`config.mk`:
```
export PLATFORM = sky130hd
export DESIGN_NAME = cursor_shadow_bank
export DESIGN_NICKNAME = d
export VERILOG_FILES = /design/src/rtl/cursor_shadow_pkg.sv /design/src/rtl/cursor_arm_ctrl.sv /design/src/rtl/cursor_reg_bank.sv /design/src/rtl/cursor_pos_decode.sv /design/src/rtl/cursor_shadow_bank.sv
export SDC_FILE = /design/constraint.sdc
export NUM_CORES = 1
export LEC_CHECK = 0
export BUFFER_PORTS_ARGS = -buffer_cell sky130_fd_sc_hd__buf_4
export CORE_MARGIN = 2
export CORE_UTILIZATION = 52
export CTS_CLUSTER_SIZE = 24
export DETAILED_ROUTE_END_ITERATION = 16
export PLACE_DENSITY_LB_ADDON = 0.3
export SLEW_MARGIN = 20
export SYNTH_ARGS = -nofsm -noshare
export SYNTH_HDL_FRONTEND = slang
export SYNTH_SLANG_ARGS = --single-unit
```
`constraint.sdc`:
```
create_clock -name clk -period 2.4 [get_ports clk]
set_input_delay 0.36 -clock clk [delete_from_list [all_inputs] [get_ports clk]]
set_output_delay 0.36 -clock clk [all_outputs]
set_load 0.05 [all_outputs]
```
`src/rtl/cursor_shadow_pkg.sv`:
```
package cursor_shadow_pkg;

    localparam int NUM_REGS = 4;

    typedef enum logic [1:0] {
        REG_CTRL = 2'd0,
        REG_POS  = 2'd1,
        REG_BASE = 2'd2,
        REG_SIZE = 2'd3
    } reg_sel_e;

    typedef enum logic [1:0] {
        ARM_NONE   = 2'd0,
        ARM_BASE   = 2'd1,
        ARM_ENABLE = 2'd2
    } arm_kind_e;

    // Sign-magnitude field to two's complement.
    function automatic logic [12:0] sm_to_tc(input logic sign, input logic [11:0] mag);
        logic [12:0] ext;
        ext = {1'b0, mag};
        return sign ? (~ext + 13'd1) : ext;
    endfunction

endpackage

```
`src/rtl/cursor_arm_ctrl.sv`:
```
module cursor_arm_ctrl
    import cursor_shadow_pkg::*;
(
    input  logic     clk,
    input  logic     rst,
    input  logic     wr_en,
    input  reg_sel_e wr_sel,
    input  logic     wr_mode_on,
    input  logic     act_mode_on,
    input  logic     pend_mode_on,
    input  logic     vblank,
    output logic     load
);

    arm_kind_e kind_q, kind_d, kind_post;
    logic      mode_after_latch;

    always_comb begin
        load             = vblank && (kind_q != ARM_NONE);
        mode_after_latch = load ? pend_mode_on : act_mode_on;
        kind_post        = load ? ARM_NONE : kind_q;
        kind_d           = kind_post;
        if (wr_en) begin
            unique case (wr_sel)
                REG_BASE: kind_d = ARM_BASE;
                REG_CTRL: kind_d = (!mode_after_latch && wr_mode_on) ? ARM_ENABLE : ARM_NONE;
                REG_POS:  kind_d = (kind_post == ARM_ENABLE) ? ARM_ENABLE : ARM_NONE;
                default:  kind_d = ARM_NONE;
            endcase
        end
    end

    always_ff @(posedge clk) begin
        if (rst) kind_q <= ARM_NONE;
        else     kind_q <= kind_d;
    end


    base_arms_chk: assert property (@(posedge clk) disable iff (rst)
        (wr_en && wr_sel == REG_BASE) |=> (kind_q == ARM_BASE));


    size_cancels_chk: assert property (@(posedge clk) disable iff (rst)
        (wr_en && wr_sel == REG_SIZE) |=> (kind_q == ARM_NONE));


    load_clears_chk: assert property (@(posedge clk) disable iff (rst)
        (load && !wr_en) |=> (kind_q == ARM_NONE));


    enable_survives_pos_chk: assert property (@(posedge clk) disable iff (rst)
        (kind_q == ARM_ENABLE && !vblank && wr_en && wr_sel == REG_POS) |=> (kind_q == ARM_ENABLE));

endmodule

```
`src/rtl/cursor_reg_bank.sv`:
```
module cursor_reg_bank
    import cursor_shadow_pkg::*;
#(
    parameter int DATA_W = 32,
    parameter int NREG   = NUM_REGS,
    localparam int IDX_W = $clog2(NREG)
) (
    input  logic                        clk,
    input  logic                        rst,
    input  logic                        wr_en,
    input  logic [IDX_W-1:0]            wr_idx,
    input  logic [DATA_W-1:0]           wr_data,
    input  logic                        load,
    output logic [NREG-1:0][DATA_W-1:0] pend,
    output logic [NREG-1:0][DATA_W-1:0] act
);

    for (genvar i = 0; i < NREG; i++) begin : g_reg
        // Latch reads the pending value from before this cycle's write.
        always_ff @(posedge clk) begin
            if (rst) begin
                pend[i] <= '0;
                act[i]  <= '0;
            end else begin
                if (load)                                  act[i]  <= pend[i];
                if (wr_en && wr_idx == IDX_W'(i))          pend[i] <= wr_data;
            end
        end
    end

endmodule

```
`src/rtl/cursor_pos_decode.sv`:
```
module cursor_pos_decode
    import cursor_shadow_pkg::*;
#(
    parameter int DATA_W = 32,
    parameter int MAG_W  = 12,
    localparam int HALF  = DATA_W / 2
) (
    input  logic [DATA_W-1:0] pos_word,
    output logic [MAG_W:0]    x_tc,
    output logic [MAG_W:0]    y_tc
);

    logic [MAG_W:0] x_ext, y_ext;

    always_comb begin
        x_ext = {1'b0, pos_word[MAG_W-1:0]};
        y_ext = {1'b0, pos_word[HALF+MAG_W-1:HALF]};
        x_tc  = pos_word[HALF-1]   ? (~x_ext + 1'b1) : x_ext;
        y_tc  = pos_word[DATA_W-1] ? (~y_ext + 1'b1) : y_ext;
    end

endmodule

```
`src/rtl/cursor_shadow_bank.sv`:
```
module cursor_shadow_bank
    import cursor_shadow_pkg::*;
#(
    parameter int DATA_W   = 32,
    parameter int MAG_W    = 12,
    parameter int MODE_W   = 3,
    parameter int HEIGHT_W = 8
) (
    input  logic                clk,
    input  logic                rst,
    input  logic                wr_en,
    input  logic [1:0]          wr_addr,
    input  logic [DATA_W-1:0]   wr_data,
    input  logic                vblank,
    output logic [DATA_W-1:0]   act_ctrl,
    output logic [DATA_W-1:0]   act_pos,
    output logic [DATA_W-1:0]   act_base,
    output logic [DATA_W-1:0]   act_size,
    output logic [MAG_W:0]      cur_x,
    output logic [MAG_W:0]      cur_y,
    output logic                part_en,
    output logic [HEIGHT_W:0]   part_lines,
    output logic                cursor_on
);

    logic [NUM_REGS-1:0][DATA_W-1:0] pend, act;
    logic load;

    cursor_arm_ctrl u_arm (
        .clk          (clk),
        .rst          (rst),
        .wr_en        (wr_en),
        .wr_sel       (reg_sel_e'(wr_addr)),
        .wr_mode_on   (|wr_data[MODE_W-1:0]),
        .act_mode_on  (|act[REG_CTRL][MODE_W-1:0]),
        .pend_mode_on (|pend[REG_CTRL][MODE_W-1:0]),
        .vblank       (vblank),
        .load         (load)
    );

    cursor_reg_bank #(.DATA_W(DATA_W), .NREG(NUM_REGS)) u_bank (
        .clk     (clk),
        .rst     (rst),
        .wr_en   (wr_en),
        .wr_idx  (wr_addr),
        .wr_data (wr_data),
        .load    (load),
        .pend    (pend),
        .act     (act)
    );

    cursor_pos_decode #(.DATA_W(DATA_W), .MAG_W(MAG_W)) u_pos (
        .pos_word (act[REG_POS]),
        .x_tc     (cur_x),
        .y_tc     (cur_y)
    );

    always_comb begin
        act_ctrl   = act[REG_CTRL];
        act_pos    = act[REG_POS];
        act_base   = act[REG_BASE];
        act_size   = act[REG_SIZE];
        cursor_on  = |act[REG_CTRL][MODE_W-1:0];
        part_en    = act[REG_SIZE][DATA_W-1];
        part_lines = part_en ? ({1'b0, act[REG_SIZE][HEIGHT_W-1:0]} + 1'b1) : '0;
    end


    hold_base_chk: assert property (@(posedge clk) disable iff (rst)
        !vblank |=> $stable(act_base));


    hold_ctrl_chk: assert property (@(posedge clk) disable iff (rst)
        !vblank |=> ($stable(act_ctrl) && $stable(cursor_on)));


    pending_only_chk: assert property (@(posedge clk) disable iff (rst)
        (wr_en && !vblank) |=> $stable(act_pos));

endmodule

```
==> impl_metrics.json <==
{
  "vias_per_cell": 5.37,
  "path_buf_inv": 1,
  "die_x_um": 140,
  "netlist.area_leader.share_pct": 53.9,
  "status": "complete, but fails checks",
  "grt_first_pass_wirelength_um": 42400,
  "async_reset_ff_share_pct": 0,
  "p_leak_nw": 4.80,
  "layout.nets": 1442,
  "seq_area_um2": 5190,
  "p_switching_mw": 2.06,
  "worstPathRequired_ns": 2.04,
  "cts_buffers": 26,
  "cpLargestDelayFamily": "simple AND/OR/NAND/NOR gates",
  "grt_antenna_before_repair": 0,
  "cts_tree": "done",
  "drtIter0Drc": 799,
  "root_buffer": "clkbuf_16",
  "slew_headroom_pct": 49.1,
  "drive_gt1_share_pct": 22.7,
  "synthToLayoutAreaGrowth_pct": 29.6,
  "intPower_mw": 6.93,
  "synth_top_cell_by_area": "dfxtp_1",
  "path_clk_slew_ns": 0.06,
  "clockBufferDepth": 3,
  "clock-sinks": 258,
  "wirelength_um": 27400,
  "tns_ns": -0.513,
  "critPathCaptureType": "output pin",
  "wl_per_cell_um": 16.6,
  "synth_edf_count": 0,
  "switching_share_pct": 22.9,
  "n_antenna_cell": 0,
  "r2r_cells": 4,
  "cp.depth": 4,
  "fmax_mhz": 402,
  "worst_slack_ns": -0.0879,
  "most-common-layout-cells": "517 x nand2_1, 260 x a21oi_1, 246 x dfxtp_1",
  "dpl.hpwl_um": 17700,
  "path_cells": "or4_4, o41ai_4, xnor2_2, buf_6",
  "vdd_ir_drop_max_uv": 594,
  "hold_depth": 3,
  "cp_slowest_stage_delay_ns": 0.60,
  "multi_input_area_um2": 4210,
  "yosys.cell_types.count": 41,
  "report.final.slew_viol_count": 0,
  "htreeDepth": 1,
  "dieArea_um2": 19500,
  "core_area_um2": 18000,
  "crit_arrival_ns": 2.13,
  "rsz0062_at_grt": "yes",
  "synthCells": 1240,
  "hold_violations": 0,
  "pwr-share-seq_pct": 49.0,
  "start_kind": "flop",
  "finalCritPeriodShare_pct": 104,
  "post-place-ws_ns": 0.248,
  "yosys_warnings": 0,
  "tightest_slew_ns": 0.764,
  "grt-ovfl-total": 0,
  "power_frac_clock_pct": 45.2,
  "drcViolationCount": 0,
  "synth_flop_cell": "dfxtp_1",
  "synth.area.top_cells": "dfxtp_1 54%, nand2_1 20%, a21oi_1 14%, clkbuf_1 3.3%, xnor2_1 1.6%",
  "crit_slowest_cell": "or4_4",
  "n_fill_cell": 1517,
  "violations": "setup timing",
  "start_util_pct": 53.1,
  "syn_area_per_cell_um2": 7.72,
  "clk_latency_ns": 0.52,
  "hold_buffers": 0,
  "std_cell_rows": 49,
  "grt_use_total_pct": 26.7,
  "period_minus_slack_ns": 2.49,
  "ant_nets": 0,
  "final_common_cell": "nand2_1",
  "path_class": "reg -> out",
  "worst_hold_path_type": "in -> reg",
  "combPwrFrac_pct": 5.8,
  "p_per_area_nw_per_um2": 725,
  "syn-num-nets": 1281,
  "setup_viol": 8,
  "firstDrtPassIters": 5,
  "dr_total_vias": 8857,
  "path_max_fanout": 6,
  "gp_congestion": 0.814,
  "ios": 203,
  "grt_pass1_vias": 8075,
  "fin_skew_ns": 0.00811,
  "maxCapViolations": 0,
  "portBuffers": 202,
  "worst_hold_slack_ns": 0.128,
  "grt_max_degree": 81,
  "ys_seq_elements": 258,
  "syn_area_um2": 9580,
  "synth-seq-area-share_pct": 53.9,
  "chipHeight_um": 140
}
==> metrics by stage <==
stage	std cells	power, mW	cell area [um^2]	util, %
floorplan	1240	4.79	9660	-
global placement	1597	5.00	11300	62.9
detailed placement	1597	5.01	11300	62.9
CTS	1649	9.03	12400	68.6
global route	1649	9.28	12400	68.8
finish	1649	8.99	12400	68.8
==> path summary, 6_finish.rpt <==
kind	start	endpoint	slack [ns]
max reg2reg	u_arm.kind_q[1]	u_bank.act[41]	0.75
min reg2reg	u_bank.pend[28]	u_bank.act[28]	0.45
min	wr_data[19]	u_bank.pend[83]	0.13
max	u_bank.act[34]	cur_x[11]	-0.09
==> timing repair <==
action	in CTS	in global routing
pin swaps	9	4
buffers inserted	5	0
endpoints found under the setup margin	13	16
gates resized for setup	33	14
==> logic make-up after synthesis <==
group | Yosys count | share of synthesized area (%)
muxes | 1 | 0.105
xor gates and xnor gates | 23 | 2.10
adders and majority gates | 3 | 0.392
DFF | 258 | 53.9
AOI/OAI and AO/OA | 290 | 16.1
and+or+nand+nor | 562 | 23.1
buffers and inverters | 103 | 4.25
==> area by class of cell <==
| cell class | count | area share [%] |
|---|---|---|
| repair buffers | 227 | 14.6 |
| inverters | 9 | 0.272 |
| flip-flops and latches | 258 | 41.8 |
| well taps | 229 | 2.31 |
| clock buffers | 36 | 6.11 |
| clock inverters | 11 | 0.958 |
| multi-input cells | 879 | 33.9 |
==> routing by layer <==
layer	vias to the layer above	track usage, %	share of wire (%)	wire length, um
met5	-	0	0	0
met1	4155	35.8	42	11500
li1	4343	-	-	-
met2	316	44.5	48	13200
met4	0	7.05	2.2	590
met3	43	4.99	7.8	2150
==> power groups by stage <==
stage                     Combinational, mW  Sequential (mW)  Clock [mW]
after floorplan                       0.260             4.53           0
after global routing                  0.557             4.41        4.31
after detailed placement              0.509             4.50           0
after CTS                             0.516             4.41        4.11
final                                 0.521             4.41        4.06
after global placement                0.505             4.50           0
==> flip-flops by register name (all words and copies together), names as in the netlist <==
name,cells
u_bank.act,128
u_bank.pend,128
u_arm.kind_q,2
==> worst reg2reg max path: cells and delay by family, from the launching register on <==
family,cells,cell delay (ns)
AOI/OAI and AO/OA,2,0.70
buffers and inverters,1,0.36
DFF,1,0.35
and+or+nand+nor,1,0.15
==> Yosys cell counts (2+ instances only) <==
cell	count
xor2_1	6
inv_1	9
nand2b_1	2
a21oi_1	263
nor2_1	10
xnor2_1	17
and3b_1	2
clkbuf_1	85
o31ai_1	3
or4_1	3
buf_4	3
nand3_1	4
buf_1	4
nand3b_1	2
nand2_1	517
dfxtp_1	258
o41ai_2	3
or3b_2	3
or3_1	7
o21ai_0	12
ha_1	3
nor3b_1	2
nor3_1	3
a41oi_1	2
No activity file was read; power rests on OpenSTA's default activity.
